## config.mk

```make
export PLATFORM = sky130hd
export DESIGN_NAME = bitser_max
export DESIGN_NICKNAME = d
export VERILOG_FILES = /design/src/rtl/bitser_max_pkg.sv /design/src/rtl/bitser_max_core.sv /design/src/rtl/bitser_max_dline.sv /design/src/rtl/bitser_max_zdet.sv /design/src/rtl/bitser_max.sv
export SDC_FILE = /design/constraint.sdc
export NUM_CORES = 1
export LEC_CHECK = 0
export ABC_CLOCK_PERIOD_IN_PS = 1500
export BUFFER_PORTS_ARGS = -buffer_cell sky130_fd_sc_hd__buf_2
export CAP_MARGIN = 20
export CORE_AREA = 2 2 39 41
export CTS_CLUSTER_SIZE = 30
export DETAILED_ROUTE_END_ITERATION = 8
export DIE_AREA = 0 0 41 43
export SETUP_SLACK_MARGIN = 0.05
export SYNTH_ARGS = -nofsm -noshare
export SYNTH_HDL_FRONTEND = slang
export SYNTH_SLANG_ARGS = --single-unit
```

## constraint.sdc

```tcl
create_clock -name clk -period 1.5 [get_ports clk]
set_input_delay 0.075 -clock clk [delete_from_list [all_inputs] [get_ports clk]]
set_output_delay 0.075 -clock clk [all_outputs]
set_load 0.05 [all_outputs]
```

## src/rtl/bitser_max_pkg.sv

```systemverilog
package bitser_max_pkg;

  typedef enum logic [1:0] {
    DEC_NONE = 2'd0,
    DEC_A    = 2'd1,
    DEC_B    = 2'd2
  } dec_t;

  // Next decision state from the current one and the bits seen this cycle.
  function automatic dec_t dec_step(input dec_t cur, input logic a, input logic b);
    dec_t r;
    r = cur;
    if (cur == DEC_NONE && a != b) r = a ? DEC_A : DEC_B;
    return r;
  endfunction

  // Output bit for the current decision state.
  function automatic logic dec_pick(input dec_t cur, input logic a, input logic b);
    logic r;
    case (cur)
      DEC_A:   r = a;
      DEC_B:   r = b;
      default: r = a | b;
    endcase
    return r;
  endfunction

  // Initial decision forced by the zero look-ahead.
  function automatic dec_t nz_force(input logic a_zero, input logic b_zero);
    dec_t r;
    r = DEC_NONE;
    if (a_zero && !b_zero) r = DEC_B;
    else if (b_zero && !a_zero) r = DEC_A;
    return r;
  endfunction

endpackage

```

## src/rtl/bitser_max_core.sv

```systemverilog
module bitser_max_core
  import bitser_max_pkg::*;
(
  input  logic clk,
  input  logic rst_n,
  input  logic start_i,
  input  logic a_i,
  input  logic b_i,
  input  dec_t force_i,
  output logic y_o,
  output logic y_start_o
);

  dec_t dec_q;
  dec_t dec_eff;
  dec_t dec_nxt;
  logic pick_bit;

  always_comb begin
    dec_eff  = start_i ? force_i : dec_q;
    dec_nxt  = dec_step(dec_eff, a_i, b_i);
    pick_bit = dec_pick(dec_eff, a_i, b_i);
  end

  always_ff @(posedge clk or negedge rst_n) begin
    if (!rst_n) begin
      dec_q     <= DEC_NONE;
      y_o       <= 1'b0;
      y_start_o <= 1'b0;
    end else begin
      dec_q     <= dec_nxt;
      y_o       <= pick_bit;
      y_start_o <= start_i;
    end
  end


  decision_hold_chk: assert property (@(posedge clk) disable iff (!rst_n)
    (dec_q != DEC_NONE && !start_i) |=> (dec_q == $past(dec_q)));


  legal_state_chk: assert property (@(posedge clk) disable iff (!rst_n)
    dec_q != 2'b11);


  undecided_or_chk: assert property (@(posedge clk) disable iff (!rst_n)
    (!start_i && dec_q == DEC_NONE) |=> (y_o == ($past(a_i) | $past(b_i))));


  follow_a_chk: assert property (@(posedge clk) disable iff (!rst_n)
    (!start_i && dec_q == DEC_A) |=> (y_o == $past(a_i)));


  strobe_lat_chk: assert property (@(posedge clk) disable iff (!rst_n)
    start_i |=> y_start_o);

endmodule

```

## src/rtl/bitser_max_dline.sv

```systemverilog
module bitser_max_dline #(
  parameter int DEPTH = 16,
  parameter int DW    = 3
) (
  input  logic          clk,
  input  logic          rst_n,
  input  logic [DW-1:0] d_i,
  output logic [DW-1:0] q_o
);

  logic [DW-1:0] stage_q [DEPTH];

  always_ff @(posedge clk or negedge rst_n) begin
    if (!rst_n) stage_q[0] <= '0;
    else        stage_q[0] <= d_i;
  end

  for (genvar s = 1; s < DEPTH; s++) begin : g_stage
    always_ff @(posedge clk or negedge rst_n) begin
      if (!rst_n) stage_q[s] <= '0;
      else        stage_q[s] <= stage_q[s-1];
    end
  end

  assign q_o = stage_q[DEPTH-1];

endmodule

```

## src/rtl/bitser_max_zdet.sv

```systemverilog
module bitser_max_zdet (
  input  logic clk,
  input  logic rst_n,
  input  logic start_i,
  input  logic a_i,
  input  logic b_i,
  output logic a_zero_o,
  output logic b_zero_o
);

  logic any_a_q;
  logic any_b_q;

  // Restarted by each strobe; one word later it holds the OR of that word.
  always_ff @(posedge clk or negedge rst_n) begin
    if (!rst_n) begin
      any_a_q <= 1'b0;
      any_b_q <= 1'b0;
    end else begin
      any_a_q <= start_i ? a_i : (any_a_q | a_i);
      any_b_q <= start_i ? b_i : (any_b_q | b_i);
    end
  end

  assign a_zero_o = ~any_a_q;
  assign b_zero_o = ~any_b_q;

endmodule

```

## src/rtl/bitser_max.sv

```systemverilog
module bitser_max
  import bitser_max_pkg::*;
#(
  parameter int WORD_W  = 16,
  parameter bit NONZERO = 1'b0
) (
  input  logic clk,
  input  logic rst_n,
  input  logic start_i,
  input  logic a_i,
  input  logic b_i,
  output logic y_o,
  output logic y_start_o
);

  localparam int DW    = 3;
  localparam int GAP_W = $clog2(WORD_W + 1);

  if (NONZERO) begin : g_nz
    logic [DW-1:0] dly_bus;
    logic dly_start, a_d, b_d;
    logic a_zero, b_zero;
    dec_t force_dec;

    bitser_max_dline #(.DEPTH(WORD_W), .DW(DW)) u_dline (
      .clk(clk), .rst_n(rst_n),
      .d_i({start_i, a_i, b_i}),
      .q_o(dly_bus)
    );

    assign {dly_start, a_d, b_d} = dly_bus;

    bitser_max_zdet u_zdet (
      .clk(clk), .rst_n(rst_n), .start_i(start_i),
      .a_i(a_i), .b_i(b_i),
      .a_zero_o(a_zero), .b_zero_o(b_zero)
    );

    assign force_dec = nz_force(a_zero, b_zero);

    bitser_max_core u_core (
      .clk(clk), .rst_n(rst_n), .start_i(dly_start),
      .a_i(a_d), .b_i(b_d), .force_i(force_dec),
      .y_o(y_o), .y_start_o(y_start_o)
    );


    nz_pass_b_chk: assert property (@(posedge clk) disable iff (!rst_n)
      (dly_start && a_zero && !b_zero) |=> (y_o == $past(b_d)));


    nz_pass_a_chk: assert property (@(posedge clk) disable iff (!rst_n)
      (dly_start && b_zero && !a_zero) |=> (y_o == $past(a_d)));


    nz_both_zero_chk: assert property (@(posedge clk) disable iff (!rst_n)
      (dly_start && a_zero && b_zero) |=> !y_o);
  end else begin : g_plain
    bitser_max_core u_core (
      .clk(clk), .rst_n(rst_n), .start_i(start_i),
      .a_i(a_i), .b_i(b_i), .force_i(DEC_NONE),
      .y_o(y_o), .y_start_o(y_start_o)
    );
  end

  // Cycles since the last output strobe, saturating at the word length.
  logic [GAP_W-1:0] out_gap_q;

  always_ff @(posedge clk or negedge rst_n) begin
    if (!rst_n)                             out_gap_q <= GAP_W'(WORD_W);
    else if (y_start_o)                     out_gap_q <= GAP_W'(1);
    else if (out_gap_q < GAP_W'(WORD_W))    out_gap_q <= out_gap_q + GAP_W'(1);
  end


  out_spacing_chk: assert property (@(posedge clk) disable iff (!rst_n)
    y_start_o |-> (out_gap_q == GAP_W'(WORD_W)));

endmodule

```

# Word level (Yosys, flattened, before mapping)
# Index checks and enable logic that the tools add are counted.
[totals] regBits=4 output_inout_bits=2 word_cells=13
[op_classes] eq_ne=3 muxes=4 n_bitwise=1 reduce_logical=2
[ops] cell="$mux W2" n=3
[ops] cell="$eq A2 B1 Y1 const B" n=1
[ops] cell="$eq A2 B2 Y1 const B" n=1
[ops] cell="$logic_not A2 Y1" n=1
[ops] cell="$pmux W1 S2" n=1
[ops] cell="$logic_and A1 B1 Y1" n=1
[ops] cell="$ne A1 B1 Y1" n=1
[ops] cell="$or A1 B1 Y1" n=1

# Longest topological paths before layout
# Gate-level depths: netlist of run 1.
[logic_depth] word_depth=4 depth_mapped=5 mapped_depth_nobuf=5

# Cells and area by module
# A second synthesis of run 1 with hierarchy kept.
[unflattened] cells_unflattened=20 area_unflattened_um2=240.2
[modules_own_cells] module="bitser_max_core" n_inst=1 cells_per_inst=19 area_per_inst_um2=236.5
[modules_own_cells] module="bitser_max" n_inst=1 cells_per_inst=1 area_per_inst_um2=3.8

# Worst setup path before layout of run 1
# Ideal clock, no wire load.
[synth_timing] path_type="register to register" startpoint="register g_plain.u_core.dec_q[0]" endpoint="register g_plain.u_core.y_o" setup_time_ns=0.127 arrival_ns=1.000 t_required_ns=1.373 path_slack_ns=0.374 path_stages_with_launch=6 period_less_slack_ns=1.126 path_cell_list="dfrtp_1 nand2b_4 inv_1 ha_1 a221oi_2 a21oi_1"
[synth_between] elab_chain_len=3 elab_cells_between_ends=4 classes_between="2 x eq/ne; 2 x mux"
[synth_rtl] element="start: declaration" line_no="bitser_max_core.sv:14" rtl="dec_t dec_q;"
[synth_rtl] element="start signal: assignment" line_no="bitser_max_core.sv:31" rtl="dec_q <= dec_nxt;"
[synth_rtl] element="$mux W2 *" line_no="bitser_max_core.sv:20" rtl="dec_eff = start_i ? force_i : dec_q;"
[synth_rtl] element="$eq A2 B2 Y1 or $eq A2 B1 Y1 (tied branches)" line_no="bitser_max_pkg.sv:20" rtl="case (cur)"
[synth_rtl] element="$pmux W1 S2 *" line_no="bitser_max_pkg.sv:20"
[synth_rtl] element="via g_plain.u_core.pick_bit" line_no="bitser_max_core.sv:17" rtl="logic pick_bit;"
[synth_rtl] element="end signal: assignment" line_no="bitser_max_core.sv:32" rtl="y_o <= pick_bit;"
[synth_rtl] element="end: declaration" line_no="bitser_max_core.sv:10" rtl="output logic y_o,"
# Mark *: on every way through the listed nets, which the timed path passes. The rest lies on a longest branch.

# Worst setup path in the final report of run 1
[layout_timing] startpoint="input port start_i" endpoint="register g_plain.u_core.y_o"
[layout_between] elab_chain_len=3 elab_cells_between_ends=4 classes_between="2 x eq/ne; 2 x mux"
[layout_rtl] element="start: declaration" line_no="bitser_max.sv:9" rtl="input logic start_i,"
[layout_rtl] element="$mux W2 *" line_no="bitser_max_core.sv:20"
[layout_rtl] element="$eq A2 B2 Y1 or $eq A2 B1 Y1 (tied branches)" line_no="bitser_max_pkg.sv:20"
[layout_rtl] element="$pmux W1 S2 *" line_no="bitser_max_pkg.sv:20"
[layout_rtl] element="via g_plain.u_core.pick_bit" line_no="bitser_max_core.sv:17"
# Marked as above.

==> results of run 1 <==
per-stage QoR:
step                hold WS [ps]  setup WS [ps]  cells
floorplan                   -221            374     20
global placement            -118            340     42
detailed placement          -115            310     42
CTS                         74.9            134     47
global route                 108           77.5     47
finish                      88.2            173     47
power groups by stage:
| stage | sequential (mW) | clock, mW | combinational [mW] |
|---|---|---|---|
| finish | 0.130 | 0.136 | 0.106 |
| global route | 0.131 | 0.152 | 0.118 |
| CTS | 0.129 | 0.146 | 0.0988 |
| detailed placement | 0.131 | 0 | 0.0945 |
| global placement | 0.130 | 0 | 0.0915 |
| floorplan | 0.156 | 0 | 0.0446 |
state kept, by name, summed over array words and instances, names as in the netlist:
| name | flops |
|---|---|
| g_plain.u_core.dec_q | 2 |
| g_plain.u_core.y_o | 1 |
| g_plain.u_core.y_start_o | 1 |
path summary, 6_finish.rpt:
| path | end | slack (ps) | cells past startpoint |
|---|---|---|---|
| worst max-delay path | g_plain.u_core.y_o | 170 | 6 |
| worst min-delay path | g_plain.u_core.dec_q[1] | 90 | 2 |
| worst max register to register | g_plain.u_core.y_o | 360 | 5 |
| worst min register to register | g_plain.u_core.dec_q[0] | 600 | 2 |
| max in group asynchronous | g_plain.u_core.dec_q[1] | 1210 | 2 |
| min in group asynchronous | g_plain.u_core.y_o | 170 | 2 |
Yosys cell counts, drive strengths merged:
cell type	n
a221oi	1
inv	4
mux2i	1
o21ai	1
and2	1
a21oi	1
ha	4
nand3	1
nand2b	2
dfrtp	4
timing repair:
item / 4_1_cts / 5_1_grt
endpoints found under the setup margin: 0 / 1
hold buffers: 2 / 0
resized for setup: 0 / 2
endpoints found under the hold margin: 5 / 0
layout make-up:
class	instances	area (um^2)
fill	155	1040
multi-input combinational	12	134
sequential	4	100
timing repair buffer	8	50.0
clock buffer	3	22.5
tap	16	20.0
inverter	4	15.0
routing by layer:
| metal | wire length, um | vias to the layer above |
|---|---|---|
| li1 | - | 87 |
| met3 | 44 | 0 |
| met5 | 0 | - |
| met1 | 178 | 80 |
| met2 | 233 | 8 |
| met4 | 0 | 0 |
logic make-up (layout without fill, tap and decap cells):
logic type	Yosys count	after routing
flip-flops	4	4
buffers and inverters	4	15
AO/OA/AOI/OAI	3	3
multiplexers	1	1
adder cells (fa/ha/maj)	4	4
AND/OR/NAND/NOR	4	4
==> results.sh, run 1 <==
export IMPL_die_x_um=41
export IMPL_max_vdd_ir_drop_v=0.000208
export IMPL_drtPass1Iterations=1
export IMPL_layout_cells_most_common="buf_2"
export IMPL_worst_pin_slew_ps=248
export IMPL_clk_pin_slew_worst_paths_ps=40
export IMPL_first_global_vias=147
export IMPL_yosysSeqAreaShare=0.428
export IMPL_finalSetupViolations=0
export IMPL_p_leak_nw=0.181
export IMPL_status="finished clean"
export IMPL_synth_compound_area_share=0.107
export IMPL_slowest_delay_ps=530
export IMPL_clockPowerShare=0.366
export IMPL_crit_family="buffers and inverters"
export IMPL_root_buffer="clkbuf_4"
export IMPL_synth_xor_area_share=0
export IMPL_period_needed_ps=1330
export IMPL_track_usage=0.0613
export IMPL_crit_buf_inv=2
export IMPL_finalPower_uw=371
export IMPL_drt_iter0_markers=0
export IMPL_use_met1=0.0710
export IMPL_use_met2=0.0656
export IMPL_fin_nets=42
export IMPL_critPathLaunch="start_i"
export IMPL_finalHoldViolCount=0
export IMPL_synthTopCellsByArea="dfrtp_1, ha_1, a221oi_2, inv_1, nand2b_4"
export IMPL_design_core_area_um2=1380
export IMPL_wire_per_inst_um=9.70
export IMPL_drc=0
export IMPL_cp_max_fo=4
export IMPL_ant_nets=0
export IMPL_synth_top_cell_by_area="dfrtp_1"
export IMPL_arrival_ps=1440
export IMPL_stdcell_area_um2=342
export IMPL_post_drt_via_cell_ratio=3.72
export IMPL_place_gp_congestion=0.670
export IMPL_synth_seq_cells=4
export IMPL_syn_area_um2=234
export IMPL_clockBufferDepth=2
export IMPL_ys_warn_count=0
export IMPL_dieArea_um2=1760
export IMPL_h_tree_depth=1
export IMPL_rsz0062_at_grt="false"
export IMPL_grt_pass1_wl_um=648
export IMPL_ios=7
export IMPL_synth_top_family_by_area="adder cells"
export IMPL_insertion_delay_ps=240
export IMPL_finClkSkew_ps=4.23
export IMPL_num_antenna_cells=0
export IMPL_startpoint_type="input port"
export IMPL_slew_viol_final=0
export IMPL_hp_class="input port to register"
export IMPL_postSynthAreaPerCell_um2=11.7
export IMPL_cts_tree="built"
export IMPL_seqPwrFrac=0.349
export IMPL_muxShareOfSynthArea=0.0428
export IMPL_area_delta_synth_final_pct=46.0
export IMPL_synth_cells=20
export IMPL_r2r_start="g_plain.u_core.dec_q[0]"
export IMPL_cp_cell_sequence="dlygate4sd3_1 > buf_2 > nand2b_2 > ha_4 > a221oi_2 > a21oi_1"
export IMPL_post_cts_buffers=0
export IMPL_swShare=0.307
export IMPL_finish_utilization=0.247
export IMPL_min_period_over_period=0.885
export IMPL_fmax_ghz=0.754
export IMPL_power_internal_uw=257
export IMPL_placed_area_um2=284
export IMPL_start_util=0.169
export IMPL_synth_nets=29
export IMPL_drv_cap=0
export IMPL_power_switching_uw=114
export IMPL_die_y_um=43
export IMPL_grt_max_degree=5
export IMPL_synthAdderAreaFrac=0.214
export IMPL_drt_wl_total_um=456
export IMPL_synthSimpleGateAreaFrac=0.144
export IMPL_grt_busiest_layer="met4"
export IMPL_slowest_stage="dlygate4sd3_1"
export IMPL_antenna_found_initial=0
export IMPL_drive_gt1_frac=0.452
export IMPL_numPortBuffers=6
export IMPL_slew_limit_headroom=0.836
export IMPL_std_cell_rows=14
export IMPL_cp_required_ps=1620
export IMPL_synth_cell_type_count=11
export IMPL_synth_top_area_frac=0.428
export IMPL_cts_made_buffers=3
export IMPL_grt_util_met3=0.0314
export IMPL_dp_hpwl_um=321
export IMPL_numClockSinks=4
export IMPL_overflow=0
export IMPL_p_per_area_nw_per_um2=1090
export IMPL_tns_ps=0
export IMPL_num_vias=175
export IMPL_layout_common_cells="buf_2, inv_1, dfrtp_1"
export IMPL_power_frac_comb=0.285
export IMPL_crit_type="input port to register"
export IMPL_hold_path_startpoint="a_i"
export IMPL_cp_end_kind="register"
No activity file was read; power rests on OpenSTA's default activity.
==> run 2, diff against run 1 <==
HOLD_SLACK_MARGIN = 0.12   (was default)
==> run 2 against run 1 <==
  * Final area grew 2.9%
  * Count of clock-buffer cells in the layout is the same
  * Non-clock buffer count grew 1
  * Flip-flop and latch count is the same
  * Register-to-register slack is essentially flat
  * Wire length grew 0.44%
  * Power grew 0.52%
  * Critical path depth is the same
  * Largest cell class unchanged
==> results.sh, run 2 (synthesized netlist as in run 1, its figures left out) <==
export IMPL_finalWorstSetupSlack_ps=173
export IMPL_preCtsSetupSlack_ps=310
export IMPL_ant_nets=0
export IMPL_holdPathStages=3
export IMPL_hp_class="input port to register"
export IMPL_drc=0
export IMPL_min_period_over_period=0.885
export IMPL_cts_tree="built"
export IMPL_cp_max_fo=4
export IMPL_post_cts_buffers=0
export IMPL_reg2reg_to="g_plain.u_core.y_o"
export IMPL_dp_cells=42
export IMPL_startpoint_type="input port"
export IMPL_design_core_area_um2=1380
export IMPL_cts_made_buffers=3
export IMPL_fin_worst_hold_slack_ps=145
export IMPL_fmax_ghz=0.754
export IMPL_num_antenna_cells=0
export IMPL_fin_nets=43
export IMPL_reg_top3="g_plain.u_core.dec_q x2, g_plain.u_core.y_o x1, g_plain.u_core.y_start_o x1"
export IMPL_stdcell_area_um2=352
export IMPL_finalSetupViolations=0
export IMPL_arrival_ps=1440
export IMPL_worst_r2r_setup_slack_ps=360
export IMPL_layout_cells_most_common="buf_2"
export IMPL_root_buffer="clkbuf_4"
export IMPL_numClockSinks=4
export IMPL_tns_ps=0
export IMPL_rsz0062_at_grt="false"
export IMPL_die_x_um=41
export IMPL_post_drt_via_cell_ratio=3.73
export IMPL_top_register="g_plain.u_core.dec_q"
export IMPL_drt_wl_total_um=458
export IMPL_r2r_start="g_plain.u_core.dec_q[0]"
export IMPL_area_delta_synth_final_pct=50.3
export IMPL_antenna_found_initial=0
export IMPL_crit_type="input port to register"
export IMPL_largest_register_ff_count=2
export IMPL_die_y_um=43
export IMPL_cp_required_ps=1620
export IMPL_finalPower_uw=373
export IMPL_p_leak_nw=0.185
export IMPL_worst_pin_slew_ps=248
export IMPL_critPathLaunch="start_i"
export IMPL_cp_end_kind="register"
export IMPL_finish_utilization=0.254
export IMPL_std_cell_rows=14
export IMPL_finalHoldViolCount=0
export IMPL_p_per_area_nw_per_um2=1060
export IMPL_dieArea_um2=1760
export IMPL_first_global_vias=159
export IMPL_layout_common_cells="buf_2, inv_1, dfrtp_1"
export IMPL_drv_cap=0
export IMPL_fin_cells=48
export IMPL_drt_iter0_markers=0
export IMPL_grt_pass1_wl_um=676
export IMPL_ios=7
export IMPL_drtPass1Iterations=1
export IMPL_clk_pin_slew_worst_paths_ps=40
export IMPL_hold_path_startpoint="b_i"
export IMPL_wire_per_inst_um=9.54
export IMPL_worstRegToRegCells=5
export IMPL_max_vdd_ir_drop_v=0.000208
export IMPL_numPortBuffers=6
export IMPL_place_gp_congestion=0.670
export IMPL_finClkSkew_ps=4.23
export IMPL_slew_viol_final=0
export IMPL_insertion_delay_ps=240
export IMPL_num_vias=179
export IMPL_h_tree_depth=1
export IMPL_start_util=0.169
export IMPL_overflow=0
export IMPL_track_usage=0.0633
export IMPL_drive_gt1_frac=0.438
export IMPL_hold_end="g_plain.u_core.y_o"
export IMPL_placed_area_um2=284
export IMPL_clockBufferDepth=2
export IMPL_dp_hpwl_um=321
export IMPL_status="finished clean"
export IMPL_period_needed_ps=1330
export IMPL_grt_max_degree=5
export IMPL_slew_limit_headroom=0.836
## run 2: cell count changes in the layout (fill, tap and decap cells not counted)
cell	previous run	this run
dlygate4sd3_1	2	3
## run 2: cell type report
class                           instances  area, um^2
Inverter                                4        15.0
Timing Repair Buffer                    9        60.1
Multi-Input combinational cell         12         134
Sequential cell                         4         100
Clock buffer                            3        22.5
Tap cell                               16        20.0
Fill cell                             154        1030
## run 2: critical path, cell delays in order
cell and delay (ps):
dlygate4sd3_1 530, buf_2 130, nand2b_2 220, ha_4 180, a221oi_2 250, a21oi_1 60
## run 2: worst max path at each step
stage / endpoint / depth (start not counted)
3_3_place_gp: g_plain.u_core.y_o / 5
2_1_floorplan: g_plain.u_core.y_o / 5
6_report: g_plain.u_core.y_o / 6
4_1_cts: g_plain.u_core.y_o / 6
3_5_place_dp: g_plain.u_core.y_o / 5
5_1_grt: g_plain.u_core.y_o / 6
## run 2: layer usage
metal / global-route usage / vias to the layer above / routed length, um
met5: 0 / - / 0
met4: 0.0800 / 0 / 0
li1: - / 89 / -
met2: 0.0719 / 8 / 237
met1: 0.0710 / 82 / 179
met3: 0.0314 / 0 / 42
## run 2: power breakdown
part           switching (mW)  internal, mW  total (mW)
registers             0.00629         0.123       0.130
clock network          0.0461        0.0896       0.136
logic                  0.0617        0.0458       0.107
total                   0.114         0.259       0.373
## run 2: timing repair
action	CTS	global route
hold endpoints to repair	7	0
gates resized for setup	0	2
hold buffers	3	0
setup endpoints to repair	0	1
==> run 3, diff against run 2 <==
PLACE_DENSITY = 0.43   (was default)
==> run 3 against run 2 <==
  * Final area shrank 0.71%
  * Sequential power is essentially flat
  * Critical path type unchanged
  * Critical path depth is the same
  * Sequential share of layout area grew 0.20 points
  * First-iteration DRC count is the same
  * Combinational power is essentially flat
  * Power shrank 2.4%
  * Wire length shrank 11%
  * Cell count is the same
==> results.sh, run 3 (synthesized netlist as in run 1, its figures left out) <==
export IMPL_start_util=0.169
export IMPL_ios=7
export IMPL_slew_viol_final=0
export IMPL_startpoint_type="input port"
export IMPL_design_core_area_um2=1380
export IMPL_post_cts_buffers=0
export IMPL_die_y_um=43
export IMPL_reg_top3="g_plain.u_core.dec_q x2, g_plain.u_core.y_o x1, g_plain.u_core.y_start_o x1"
export IMPL_dieArea_um2=1760
export IMPL_clk_pin_slew_worst_paths_ps=40
export IMPL_num_antenna_cells=0
export IMPL_min_period_over_period=0.917
export IMPL_period_needed_ps=1380
export IMPL_post_drt_via_cell_ratio=3.88
export IMPL_drtPass1Iterations=1
export IMPL_track_usage=0.0582
export IMPL_dp_cells=42
export IMPL_power_internal_uw=258
export IMPL_clockBufferDepth=2
export IMPL_numPortBuffers=6
export IMPL_drt_iter0_markers=0
export IMPL_layout_cells_most_common="buf_2"
export IMPL_first_global_vias=181
export IMPL_clockPowerShare=0.350
export IMPL_grt_pass1_wl_um=641
export IMPL_p_leak_nw=0.185
export IMPL_drive_gt1_frac=0.406
export IMPL_rsz0062_at_grt="false"
export IMPL_swShare=0.292
export IMPL_power_switching_uw=106
export IMPL_cp_cell_sequence="dlygate4sd3_1 > buf_2 > nand2b_1 > ha_4 > a221oi_2 > a21oi_1"
export IMPL_slew_limit_headroom=0.835
export IMPL_area_delta_synth_final_pct=49.2
export IMPL_numClockSinks=4
export IMPL_place_gp_congestion=0.603
export IMPL_finalSetupViolations=0
export IMPL_top_register="g_plain.u_core.dec_q"
export IMPL_cp_required_ps=1600
export IMPL_p_per_area_nw_per_um2=1040
export IMPL_cp_end_kind="register"
export IMPL_hp_class="input port to async pin"
export IMPL_status="finished clean"
export IMPL_preCtsSetupSlack_ps=305
export IMPL_drt_wl_total_um=409
export IMPL_grt_max_degree=5
export IMPL_tns_ps=0
export IMPL_wire_per_inst_um=8.52
export IMPL_insertion_delay_ps=230
export IMPL_std_cell_rows=14
export IMPL_fmax_ghz=0.727
export IMPL_max_vdd_ir_drop_v=0.000247
export IMPL_h_tree_depth=1
export IMPL_multiInputGateArea_um2=131
export IMPL_finClkSkew_ps=1.63
export IMPL_cp_max_fo=4
export IMPL_overflow=0
export IMPL_finalHoldViolCount=0
export IMPL_finalWorstSetupSlack_ps=125
export IMPL_die_x_um=41
export IMPL_fillers=148
export IMPL_arrival_ps=1480
export IMPL_antenna_found_initial=0
export IMPL_regArea_um2=100
export IMPL_power_frac_comb=0.295
export IMPL_crit_type="input port to register"
export IMPL_ant_nets=0
export IMPL_drc=0
export IMPL_layout_common_cells="buf_2, inv_1, dfrtp_1"
export IMPL_cts_tree="built"
export IMPL_fin_cells=48
export IMPL_seqPwrFrac=0.355
export IMPL_fin_nets=43
export IMPL_drv_cap=0
export IMPL_worst_pin_slew_ps=250
export IMPL_slowest_delay_ps=530
export IMPL_num_vias=186
export IMPL_cts_made_buffers=3
export IMPL_largest_register_ff_count=2
export IMPL_slowest_stage="dlygate4sd3_1"
export IMPL_root_buffer="clkbuf_4"
run 3: path summary, 6_finish.rpt:
| check | endpoint | from | cells past startpoint | slack, ps |
|---|---|---|---|---|
| min in group clk | g_plain.u_core.y_o | b_i | 3 | 180 |
| max reg2reg | g_plain.u_core.y_o | g_plain.u_core.dec_q[1] | 5 | 310 |
| max | g_plain.u_core.y_o | start_i | 6 | 120 |
| max in group asynchronous | g_plain.u_core.y_o | rst_n | 2 | 1200 |
| min | g_plain.u_core.y_start_o | rst_n | 2 | 180 |
| min reg2reg | g_plain.u_core.dec_q[0] | g_plain.u_core.dec_q[0] | 2 | 610 |
run 3: timing repair:
action | CTS | global route
resized for setup | 0 | 1
hold buffers | 3 | 0
hold endpoints to repair | 6 | 0
endpoints found under the setup margin | 0 | 1
run 3: final cells by class:
type | instances | area share
multi-input cells | 12 | 0.376
flip-flops and latches | 4 | 0.287
repair buffers | 9 | 0.172
well taps | 16 | 0.0573
clock buffers | 3 | 0.0645
inverters | 4 | 0.0430
run 3: through the flow:
step / cell area, um^2 / utilization / hold WS, ps / power [mW]
after detailed placement: 284 / 0.205 / -116 / 0.226
after global routing: 349 / 0.252 / 204 / 0.392
after global placement: 284 / 0.205 / -122 / 0.222
after floorplan: 234 / - / -221 / 0.200
after CTS: 337 / 0.243 / 170 / 0.364
final: 349 / 0.252 / 177 / 0.364
run 3: worst max-delay path: cells and delay by family:
family	cells	cell delay (ps)
AO/OA/AOI/OAI	2	310
adder cells (fa/ha/maj)	1	200
AND/OR/NAND/NOR	1	220
buffers and inverters	2	660
run 3: layer usage:
metal	vias up	wire, um	global-route usage
met1	89	177	0.0579
met5	-	0	0
met2	7	185	0.0781
li1	90	-	-
met3	0	46	0.0471
met4	0	0	0.0400
run 3: power by group through the flow:
| stage | clock network (mW) | registers (mW) | logic, mW |
|---|---|---|---|
| floorplan | 0 | 0.156 | 0.0446 |
| detailed placement | 0 | 0.131 | 0.0952 |
| global route | 0.145 | 0.130 | 0.117 |
| global placement | 0 | 0.130 | 0.0920 |
| finish | 0.127 | 0.129 | 0.107 |
| CTS | 0.133 | 0.129 | 0.101 |
